==> config.mk <==
export PLATFORM = sky130hd
export DESIGN_NAME = wt_cache
export DESIGN_NICKNAME = d
export VERILOG_FILES = /design/src/rtl/wtc_pkg.sv /design/src/rtl/wtc_wbuf.sv /design/src/rtl/wtc_lines.sv /design/src/rtl/wt_cache.sv
export SDC_FILE = /design/constraint.sdc
export NUM_CORES = 1
export LEC_CHECK = 0
export CORE_MARGIN = 2
export CORE_UTILIZATION = 45
export CTS_BUF_LIST = sky130_fd_sc_hd__clkbuf_16
export CTS_CLUSTER_SIZE = 16
export DETAILED_ROUTE_END_ITERATION = 8
export DONT_BUFFER_PORTS = 1
export PLACE_DENSITY = 0.63
export SYNTH_ARGS = -nofsm -noshare
export SYNTH_HDL_FRONTEND = slang
export SYNTH_HIERARCHICAL = 1
export SYNTH_SLANG_ARGS = --single-unit
==> constraint.sdc <==
create_clock -name clk_i -period 5.9 [get_ports clk_i]
set_input_delay 0.59 -clock clk_i [delete_from_list [all_inputs] [get_ports clk_i]]
set_output_delay 0.59 -clock clk_i [all_outputs]
set_load 0.01 [all_outputs]
==> src/rtl/wtc_pkg.sv <==
package wtc_pkg;
  typedef enum logic [1:0] {
    ST_IDLE  = 2'd0,
    ST_DRAIN = 2'd1,
    ST_FILL  = 2'd2
  } wtc_state_e;
endpackage

==> src/rtl/wtc_wbuf.sv <==
module wtc_wbuf #(
  parameter int ADDR_W = 12,
  parameter int DATA_W = 32,
  parameter int DEPTH  = 4
) (
  input  logic              clk_i,
  input  logic              rst_ni,
  input  logic              push_i,
  input  logic [ADDR_W-1:0] addr_i,
  input  logic [DATA_W-1:0] data_i,
  input  logic              pop_i,
  output logic [ADDR_W-1:0] head_addr_o,
  output logic [DATA_W-1:0] head_data_o,
  output logic              empty_o,
  output logic              full_o
);
  localparam int PTR_W = (DEPTH > 1) ? $clog2(DEPTH) : 1;
  localparam int CNT_W = $clog2(DEPTH + 1);

  logic [ADDR_W-1:0] addr_q [DEPTH];
  logic [DATA_W-1:0] data_q [DEPTH];
  logic [PTR_W-1:0]  wr_ptr_q, rd_ptr_q;
  logic [CNT_W-1:0]  cnt_q;

  function automatic logic [PTR_W-1:0] nxt(input logic [PTR_W-1:0] p);
    return (p == PTR_W'(DEPTH - 1)) ? '0 : p + 1'b1;
  endfunction

  always_ff @(posedge clk_i) begin
    if (push_i) begin
      addr_q[wr_ptr_q] <= addr_i;
      data_q[wr_ptr_q] <= data_i;
    end
  end

  always_ff @(posedge clk_i or negedge rst_ni) begin
    if (!rst_ni) begin
      wr_ptr_q <= '0;
      rd_ptr_q <= '0;
      cnt_q    <= '0;
    end else begin
      if (push_i) wr_ptr_q <= nxt(wr_ptr_q);
      if (pop_i)  rd_ptr_q <= nxt(rd_ptr_q);
      case ({push_i, pop_i})
        2'b10:   cnt_q <= cnt_q + 1'b1;
        2'b01:   cnt_q <= cnt_q - 1'b1;
        default: cnt_q <= cnt_q;
      endcase
    end
  end

  assign head_addr_o = addr_q[rd_ptr_q];
  assign head_data_o = data_q[rd_ptr_q];
  assign empty_o     = (cnt_q == '0);
  assign full_o      = (cnt_q == CNT_W'(DEPTH));

  // the cache never pushes into a full queue
  a_r8_no_overflow: assert property (@(posedge clk_i) disable iff (!rst_ni)
    push_i |-> !full_o);
  // drain never pops an empty queue
  a_r6_no_underflow: assert property (@(posedge clk_i) disable iff (!rst_ni)
    pop_i |-> !empty_o);
endmodule

==> src/rtl/wtc_lines.sv <==
module wtc_lines #(
  parameter int IDX_W  = 3,
  parameter int OFF_W  = 1,
  parameter int TAG_W  = 8,
  parameter int DATA_W = 32
) (
  input  logic              clk_i,
  input  logic              rst_ni,
  input  logic [IDX_W-1:0]  rd_idx_i,
  input  logic [OFF_W-1:0]  rd_off_i,
  output logic [TAG_W-1:0]  rd_tag_o,
  output logic              rd_valid_o,
  output logic [DATA_W-1:0] rd_data_o,
  input  logic              wr_en_i,
  input  logic [IDX_W-1:0]  wr_idx_i,
  input  logic [OFF_W-1:0]  wr_off_i,
  input  logic [DATA_W-1:0] wr_data_i,
  input  logic              set_i,
  input  logic [IDX_W-1:0]  set_idx_i,
  input  logic [TAG_W-1:0]  set_tag_i
);
  localparam int LINES = 1 << IDX_W;
  localparam int WORDS = LINES << OFF_W;

  logic [DATA_W-1:0] data_q [WORDS];
  logic [TAG_W-1:0]  tag_q  [LINES];
  logic [LINES-1:0]  valid_q;

  always_ff @(posedge clk_i) begin
    if (wr_en_i) data_q[{wr_idx_i, wr_off_i}] <= wr_data_i;
    if (set_i)   tag_q[set_idx_i] <= set_tag_i;
  end

  always_ff @(posedge clk_i or negedge rst_ni) begin
    if (!rst_ni)    valid_q <= '0;
    else if (set_i) valid_q[set_idx_i] <= 1'b1;
  end

  assign rd_tag_o   = tag_q[rd_idx_i];
  assign rd_valid_o = valid_q[rd_idx_i];
  assign rd_data_o  = data_q[{rd_idx_i, rd_off_i}];
endmodule

==> src/rtl/wt_cache.sv <==
module wt_cache
  import wtc_pkg::*;
#(
  parameter int ADDR_W   = 12,
  parameter int DATA_W   = 32,
  parameter int IDX_W    = 3,
  parameter int OFF_W    = 1,
  parameter int WB_DEPTH = 4,
  parameter int CNT_W    = 16
) (
  input  logic              clk_i,
  input  logic              rst_ni,
  input  logic              cpu_req_i,
  input  logic              cpu_we_i,
  input  logic [ADDR_W-1:0] cpu_addr_i,
  input  logic [DATA_W-1:0] cpu_wdata_i,
  output logic [DATA_W-1:0] cpu_rdata_o,
  output logic              cpu_stall_o,
  output logic              mem_req_o,
  output logic              mem_we_o,
  output logic [ADDR_W-1:0] mem_addr_o,
  output logic [DATA_W-1:0] mem_wdata_o,
  input  logic              mem_ack_i,
  input  logic [DATA_W-1:0] mem_rdata_i,
  output logic [CNT_W-1:0]  st_stall_cnt_o,
  output logic [CNT_W-1:0]  rd_stall_cnt_o
);
  localparam int TAG_W = ADDR_W - IDX_W - OFF_W;

  logic [OFF_W-1:0] a_off;
  logic [IDX_W-1:0] a_idx;
  logic [TAG_W-1:0] a_tag;
  assign a_off = cpu_addr_i[OFF_W-1:0];
  assign a_idx = cpu_addr_i[OFF_W +: IDX_W];
  assign a_tag = cpu_addr_i[ADDR_W-1 -: TAG_W];

  wtc_state_e       state_q, state_d;
  logic [OFF_W-1:0] fill_off_q;
  logic [IDX_W-1:0] miss_idx_q;
  logic [TAG_W-1:0] miss_tag_q;
  logic [CNT_W-1:0] st_cnt_q, rd_cnt_q;

  logic [TAG_W-1:0]  line_tag;
  logic              line_valid, hit;
  logic [DATA_W-1:0] line_data;
  logic              rd_req, wr_req, rd_stall, st_stall;
  logic              wb_push, wb_pop, wb_empty, wb_full;
  logic [ADDR_W-1:0] wb_addr;
  logic [DATA_W-1:0] wb_data;
  logic              filling, fill_ack, fill_last;
  logic              arr_we;
  logic [IDX_W-1:0]  arr_idx;
  logic [OFF_W-1:0]  arr_off;
  logic [DATA_W-1:0] arr_data;

  assign hit      = line_valid && (line_tag == a_tag);
  assign rd_req   = cpu_req_i && !cpu_we_i;
  assign wr_req   = cpu_req_i && cpu_we_i;
  assign rd_stall = rd_req && ((state_q != ST_IDLE) || !hit);
  assign st_stall = wr_req && wb_full;
  assign wb_push  = wr_req && !wb_full;

  assign filling   = (state_q == ST_FILL);
  assign fill_ack  = filling && mem_ack_i;
  assign fill_last = (fill_off_q == '1);
  assign wb_pop    = !filling && !wb_empty && mem_ack_i;

  // refill has the port only after the queue has emptied
  assign mem_req_o   = filling || !wb_empty;
  assign mem_we_o    = !filling;
  assign mem_addr_o  = filling ? {miss_tag_q, miss_idx_q, fill_off_q} : wb_addr;
  assign mem_wdata_o = wb_data;

  assign arr_we   = fill_ack || (wb_push && hit);
  assign arr_idx  = filling ? miss_idx_q : a_idx;
  assign arr_off  = filling ? fill_off_q : a_off;
  assign arr_data = filling ? mem_rdata_i : cpu_wdata_i;

  wtc_lines #(.IDX_W(IDX_W), .OFF_W(OFF_W), .TAG_W(TAG_W), .DATA_W(DATA_W)) u_lines (
    .clk_i      (clk_i),
    .rst_ni     (rst_ni),
    .rd_idx_i   (a_idx),
    .rd_off_i   (a_off),
    .rd_tag_o   (line_tag),
    .rd_valid_o (line_valid),
    .rd_data_o  (line_data),
    .wr_en_i    (arr_we),
    .wr_idx_i   (arr_idx),
    .wr_off_i   (arr_off),
    .wr_data_i  (arr_data),
    .set_i      (fill_ack && fill_last),
    .set_idx_i  (miss_idx_q),
    .set_tag_i  (miss_tag_q)
  );

  wtc_wbuf #(.ADDR_W(ADDR_W), .DATA_W(DATA_W), .DEPTH(WB_DEPTH)) u_wbuf (
    .clk_i       (clk_i),
    .rst_ni      (rst_ni),
    .push_i      (wb_push),
    .addr_i      (cpu_addr_i),
    .data_i      (cpu_wdata_i),
    .pop_i       (wb_pop),
    .head_addr_o (wb_addr),
    .head_data_o (wb_data),
    .empty_o     (wb_empty),
    .full_o      (wb_full)
  );

  always_comb begin
    state_d = state_q;
    unique case (state_q)
      ST_IDLE:  if (rd_req && !hit) state_d = wb_empty ? ST_FILL : ST_DRAIN;
      ST_DRAIN: if (wb_empty) state_d = ST_FILL;
      ST_FILL:  if (fill_ack && fill_last) state_d = ST_IDLE;
      default:  state_d = ST_IDLE;
    endcase
  end

  always_ff @(posedge clk_i or negedge rst_ni) begin
    if (!rst_ni) begin
      state_q    <= ST_IDLE;
      fill_off_q <= '0;
      miss_idx_q <= '0;
      miss_tag_q <= '0;
      st_cnt_q   <= '0;
      rd_cnt_q   <= '0;
    end else begin
      state_q <= state_d;
      if (state_q == ST_IDLE && rd_req && !hit) begin
        miss_idx_q <= a_idx;
        miss_tag_q <= a_tag;
        fill_off_q <= '0;
      end else if (fill_ack) begin
        fill_off_q <= fill_off_q + 1'b1;
      end
      if (st_stall) st_cnt_q <= st_cnt_q + 1'b1;
      if (rd_stall) rd_cnt_q <= rd_cnt_q + 1'b1;
    end
  end

  assign cpu_rdata_o    = line_data;
  assign cpu_stall_o    = rd_stall || st_stall;
  assign st_stall_cnt_o = st_cnt_q;
  assign rd_stall_cnt_o = rd_cnt_q;

  // block fetch only with an empty store queue
  a_r9_fetch_after_drain: assert property (@(posedge clk_i) disable iff (!rst_ni)
    (mem_req_o && !mem_we_o) |-> wb_empty);
  // a store is held back only by a full queue
  a_r8_store_stall_full: assert property (@(posedge clk_i) disable iff (!rst_ni)
    (cpu_stall_o && cpu_req_i && cpu_we_i) |-> wb_full);
  // memory request held steady until acknowledged
  a_r6_req_hold: assert property (@(posedge clk_i) disable iff (!rst_ni)
    (mem_req_o && !mem_ack_i) |=> (mem_req_o && $stable(mem_addr_o) && $stable(mem_we_o)));
endmodule

==> After elaboration in Yosys (flattened, before gate mapping) <==
Memories as Yosys holds them, arrays and structs flattened.
Index checks and enable logic that the tools add are counted.
{ "totals": {"ramBits": 752, "elab_cells": 90, "output_inout_bits": 111, "reg_bits": 61, "in_bits": 81, "mem_count": 4} }
{ "classes": {"order_cmp": 3, "reduce_logical": 30, "eq_ne": 11, "addsub": 7, "muxes": 24, "n_bitwise": 1} }
{ "memory_table": {"columns": ["memory", "depth", "word_bits", "read_ports", "rd_ports_with_merged_regs", "write_ports", "line", "rtl"], "rows": [
  ["u_lines.data_q", 16, 32, 1, 0, 1, "wtc_lines.sv:25", "logic [DATA_W-1:0] data_q [WORDS];"],
  ["u_wbuf.data_q", 4, 32, 1, 0, 1, "wtc_wbuf.sv:21", "logic [DATA_W-1:0] data_q [DEPTH];"],
  ["u_lines.tag_q", 8, 8, 1, 0, 1, "wtc_lines.sv:26", "logic [TAG_W-1:0] tag_q [LINES];"],
  ["u_wbuf.addr_q", 4, 12, 1, 0, 1, "wtc_wbuf.sv:20", "logic [ADDR_W-1:0] addr_q [DEPTH];"]
]} }
{ "op_table": {"columns": ["op", "n"], "rows": [
  ["adder 16 x 1 -> 16 bit (second input constant)", 2],
  ["2-to-1 mux 32 bit", 1],
  ["logical AND 1 bit", 15],
  ["2-to-1 mux 12 bit", 1],
  ["2-to-1 mux 2 bit", 6],
  ["2-to-1 mux 1 bit", 11],
  ["equality test 2 bit (second input constant)", 4],
  ["equality test 8 bit", 1],
  ["less-than comparator 3 x 4 -> 1 bit (second input constant)", 2],
  ["bitwise OR 8 bit", 1],
  ["one-hot mux 2 bit (3 select lines)", 1],
  ["one-hot mux 3 bit (2 select lines)", 1],
  ["nonzero test 2 bit", 3],
  ["zero test 1 bit", 5],
  ["adder 2 x 1 -> 2 bit (second input constant)", 2],
  ["equality test 2 x 1 -> 1 bit (second input constant)", 2],
  ["logical OR 1 bit", 4],
  ["!= test 2 bit (second input constant)", 2],
  ["adder 3 x 1 -> 3 bit (second input constant)", 1],
  ["binary-select mux 1 bit (select 3 bit)", 1],
  ["demux 1 bit (select 3 bit)", 1],
  ["equality test 3 bit (second input constant)", 1],
  ["greater-or-equal comparator 3 x 1 -> 1 bit (second input constant)", 1],
  ["zero test 3 bit", 1],
  ["6 further kinds", 6]
]} }

==> Logic depth before layout (Yosys ltp) <==
{ "depth": {"depth_word": 7, "mapped_depth": 10, "ltp_nobuf": 10} }

==> Hierarchy <==
The synthesis kept the hierarchy.
{ "modules_own_cells": {"columns": ["mod", "n_inst", "area_per_inst_um2", "cells_each", "seq_area_each_um2"], "rows": [
  ["wtc_lines", 1, 22382.7, 1074, 17496.8],
  ["wtc_wbuf", 1, 6830.3, 268, 5460.2],
  ["wt_cache", 1, 2737.6, 345, 1151.1]
]} }

==> Least setup slack after synthesis <==
Ideal clock, no wire load.
{ "synth_timing": {"path_type": "input-to-reg", "start": "input cpu_addr_i[1]", "end": "memory u_lines.data_q[0][0] (enable)", "setup_time_ns": 0.461, "path_stages": 10, "t_required_ns": 5.439, "arrival_time_ns": 5.052, "path_buffers": 2, "path_slack_ns": 0.387, "cell_sequence": "buf_6 > buf_6 > mux4_2 > mux2_2 > xnor2_1 > nor3b_1 > nand4_1 > nand2_1 > or3b_2 > nor3_1"} }
{ "synth_via": {"elab_chain_cells": 7, "word_cells_on_any_way": 10, "classes_between": "1 x eq/ne; 5 x mux; 3 x reduce/logical; 1 x memory"} }
{ "synth_lines": {"columns": ["element", "line", "rtl"], "rows": [
  ["start, declared", "wt_cache.sv:15", "input logic [ADDR_W-1:0] cpu_addr_i,"],
  ["memory (8 x 8 bit)", null, null],
  ["named net line_tag[4]", "wt_cache.sv:43", "logic [TAG_W-1:0] line_tag;"],
  ["equality test 8 bit", "wt_cache.sv:56", "assign hit = line_valid && (line_tag == a_tag);"],
  ["logical AND 1 bit", "wt_cache.sv:56", null],
  ["logical AND 1 bit", "wt_cache.sv:74", "assign arr_we = fill_ack || (wb_push && hit);"],
  ["logical OR 1 bit", "wt_cache.sv:74", null],
  ["named net arr_we", "wt_cache.sv:51", "logic arr_we;"],
  ["2-to-1 mux 1 bit", "wtc_lines.sv:30", "if (wr_en_i) data_q[{wr_idx_i, wr_off_i}] <= wr_data_i;"],
  ["2-to-1 mux 1 bit (not written as such)", "wtc_lines.sv:30", null],
  ["end, declared", "wtc_lines.sv:25", null]
]} }
The timed path passes the listed nets, and every way through them passes these cells. The select of a mux whose other input is x is not followed.

==> Worst setup path after layout <==
{ "layout_timing": {"start": "memory u_lines.tag_q[7][4]", "end": "memory u_lines.data_q[1][6] (enable)"} }
{ "layout_via": {"elab_chain_cells": 7} }
{ "layout_lines": {"columns": ["element", "line"], "rows": [
  ["start, declared", "wtc_lines.sv:26"],
  ["memory (8 x 8 bit)", null],
  ["named net line_tag[4]", "wt_cache.sv:43"],
  ["equality test 8 bit", "wt_cache.sv:56"],
  ["logical AND 1 bit", "wt_cache.sv:56"],
  ["logical AND 1 bit", "wt_cache.sv:74"],
  ["logical OR 1 bit", "wt_cache.sv:74"],
  ["named net arr_we", "wt_cache.sv:51"],
  ["2-to-1 mux 1 bit", "wtc_lines.sv:30"],
  ["2-to-1 mux 1 bit (not written as such)", "wtc_lines.sv:30"]
]} }
The timed path passes the listed nets, and every way through them passes these cells.

==> flow_metrics.py <==
metrics = {
    "power": {
        "power.density_mw_per_mm2": 391.5,
        "peakVddDrop_uv": 306.3,
        "p_leak_nw": 12.09,
        "finalPower_w": 0.01392,
    },
    "clock_network": {
        "cts.clk_slew.worst_paths_ns": 0.06,
        "cts_hold_buf": 2,
        "clock-sinks": 813,
        "cts_tree": "built",
        "clock_latency_ns": 0.63,
        "cts_root_buffer": "clkbuf_16",
        "clockBufferDepth": 3,
        "cts-buffers-inserted": 84,
        "post_cts_buffers": 0,
        "h-tree-depth": 3,
        "cts_resized": 0,
    },
    "timing": {
        "slew_headroom_pct": 17.33,
        "max_freq_mhz": 237.4,
        "setup_viol": 0,
        "min_period_over_period_pct": 71.40,
        "clock_skew_ns": 0.03388,
        "tns_ns": 0,
        "slew_violations": 0,
        "holdWs_ns": 0.04610,
        "grt_setup_unrepaired": "no",
        "fin_crit_ns": 4.213,
        "worst_slew_pin_slew_ns": 1.237,
        "hold_viol": 0,
    },
    "yosys": {
        "async_flop_share_pct": 7.503,
        "ys_seq_area_share_pct": 75.45,
        "synth_compound_area_share_pct": 2.424,
        "synthFlopType": "edfxtp_1",
        "syn_area_per_cell_um2": 18.94,
        "synth_nets": 1777,
        "yosysTopAreaCell": "edfxtp_1",
        "synth_seq_cells": 813,
        "synth-edff-count": 752,
        "synth_top_area_share_pct": 70.68,
        "synth_top_family_by_area": "multiplexers",
        "synthMuxAreaShare_pct": 13.84,
        "yosysUniqueCellTypes": 45,
        "synthXorXnorAreaFrac_pct": 1.124,
        "synthAdderAreaFrac_pct": 0.3759,
        "syn_area_mm2": 0.03195,
        "synth_warnings": 6,
        "yosys.area_share.simple_pct": 4.899,
        "synth_cells": 1687,
        "yosys-top-cells-area": "edfxtp_1 (71%), mux4_2 (8.5%), dfrtp_1 (4.8%), mux2i_1 (4.0%), nand2_1 (2.3%)",
    },
    "global_route": {
        "gr-total-overflow": 0,
        "grt_pass1_wl_um": 105800,
        "grt_pass1_vias": 15880,
        "gr-usage-all-layers_pct": 19.68,
        "grt_antenna_before_repair": 4,
        "grt_start_max_net_pins": 198,
    },
    "worst_hold_path": {
        "worstHoldStart": "cpu_wdata_i[21]",
        "hold_path_end": "u_wbuf/data_q[0][21]$_DFFE_PP_",
        "min_path_type": "input pin to register",
        "hold_depth": 0,
    },
    "die": {
        "die_w_um": 270.5,
        "boundaryPins": 192,
        "initial_utilization_pct": 45.55,
        "row_count": 97,
        "core_region_area_mm2": 0.07015,
        "dieArea_mm2": 0.07315,
        "die_height_um": 270.5,
    },
    "placed_design": {
        "dpl.hpwl_um": 42820,
        "port_buffers": 0,
        "gp_congestion": 0.7817,
    },
    "final_layout": {
        "syn_to_final_growth_pct": 11.29,
        "drive_gt1_share_pct": 17.52,
        "final_common_cell": "edfxtp_1",
        "layout_common_cells": "edfxtp_1 (752), nand2_1 (198), mux2i_1 (129)",
        "fillers": 5734,
        "num-nets-final": 1798,
    },
    "worst_setup_path": {
        "required_ns": 6.12,
        "worstReg2RegStart": "u_lines/tag_q[7][4]$_DFFE_PP_",
        "cp_max_fo": 32,
        "critPathCaptureType": "register",
        "r2r_cells": 8,
        "crit_path_start_kind": "register",
        "reg2reg_slack_ns": 1.69,
        "crit_arrival_ns": 4.43,
        "reg2reg_to": "u_lines/data_q[1][6]$_DFFE_PP_",
        "critPathKind": "register to register",
    },
    "routing": {
        "vias": 15630,
        "first_iter_violations": 1289,
        "first_pass_iters": 5,
        "wl_per_cell_um": 26.38,
        "drc_errors": 0,
        "drtAntennaViolNets": 0,
        "drt_wl_total_um": 71700,
        "avgViaCountPerCell": 5.749,
    },
    "job": {
        "drv_cap": 0,
    },
    "outcome": {
        "outcome": "complete, no violations",
    },
}
==> power by group <==
| part | internal [W] | total (W) | switching, W |
|---|---|---|---|
| registers | 0.00682 | 0.00717 | 0.000352 |
| logic | 0.000606 | 0.00164 | 0.00103 |
| clock network | 0.00297 | 0.00511 | 0.00214 |
| total | 0.0104 | 0.0139 | 0.00353 |
==> sequential cells by signal, summed over array words and instances, names as in the netlist <==
| signal | count |
|---|---|
| miss_tag_q | 8 |
| miss_idx_q | 3 |
| u_lines/tag_q | 64 |
| u_wbuf/cnt_q | 3 |
| u_lines/valid_q | 8 |
| u_lines/data_q | 512 |
| fill_last | 1 |
| u_wbuf/wr_ptr_q | 2 |
| rd_stall_cnt_o | 16 |
| state_q | 2 |
| u_wbuf/addr_q | 48 |
| u_wbuf/rd_ptr_q | 2 |
| u_wbuf/data_q | 128 |
| st_stall_cnt_o | 16 |
==> cell usage after synthesis, types with 2 or more instances <==
library cell	n
clkbuf_1	29
ha_1	8
nor4_1	3
nand2_1	198
nor3_1	15
dfrtp_1	61
mux4_1	6
or2_2	8
o21ai_0	5
buf_12	4
and2_1	6
xor2_1	21
buf_4	4
edfxtp_1	752
inv_1	7
nand3b_1	2
nor2b_1	5
mux2_2	14
buf_2	24
nand4_1	11
mux2_1	10
and3_1	3
buf_6	20
nand2b_1	6
nor2_1	37
buf_1	2
and4_1	3
nor3b_1	3
xnor2_1	20
mux2i_1	129
mux4_2	120
a22oi_1	96
nand3_1	43
==> how the worst max path moves through the flow <==
stage / to / from / depth (start not counted)
after global routing: u_lines/data_q[1][6]$_DFFE_PP_ / u_lines/tag_q[2][4]$_DFFE_PP_ / 8
after global placement: u_lines/data_q[2][4]$_DFFE_PP_ / cpu_addr_i[1] / 8
after floorplan: u_lines/data_q[0][0]$_DFFE_PP_ / cpu_addr_i[1] / 10
after CTS: u_lines/data_q[1][6]$_DFFE_PP_ / u_lines/tag_q[2][4]$_DFFE_PP_ / 8
after detailed placement: u_lines/data_q[1][6]$_DFFE_PP_ / cpu_addr_i[1] / 8
final: u_lines/data_q[1][6]$_DFFE_PP_ / u_lines/tag_q[7][4]$_DFFE_PP_ / 8
==> per-layer routing <==
| metal | wire, um | GRT usage [%] | vias up |
|---|---|---|---|
| met4 | 1211 | 4.943 | 4 |
| met3 | 5752 | 5.609 | 90 |
| met5 | 23 | 0 | - |
| met1 | 30530 | 27.41 | 8298 |
| met2 | 34180 | 30.76 | 480 |
| li1 | - | - | 6755 |
==> cells by family (layout without fill, tap and decap cells) <==
group	count (synthesis)	count (layout)
AOI/OAI and AO/OA	104	104
xor gates and xnor gates	41	41
adders and majority gates	9	9
buffers and inverters	91	179
DFF	813	813
muxes	279	279
other	0	3
and+or+nand+nor	350	350
==> per-stage QoR <==
stage          utilization (%)  worst slack [ns]  cell area, um^2  instances
2_1_floorplan                -            0.3868            31950       1687
3_5_place_dp             46.81             1.470            32840       2560
5_1_grt                  50.68             1.537            35550       2715
4_1_cts                  50.68             1.715            35550       2715
3_3_place_gp             46.81             1.504            32840       2560
6_report                 50.69             1.687            35560       2718
==> worst max-delay path, stage by stage (launching register included) <==
cell and delay (ns):
edfxtp_1 0.36, mux4_2 0.47, mux2_2 0.28, xnor2_1 0.24
nor3b_1 0.42, nand4_1 0.18, nand2_1 0.29, or3b_2 0.60
nor2_4 0.93
==> area by class of cell <==
cell class	instances	area (um^2)	area share [%]
sequential	813	24110	67.82
multi-input combinational	783	7401	20.81
clock buffer	85	2127	5.982
tap	940	1176	3.308
clock inverter	68	544.3	1.531
timing repair buffer	18	157.7	0.4434
inverter	8	30.03	0.08445
antenna	3	7.507	0.02111
Note: power is estimated with default switching activity, not from simulation.
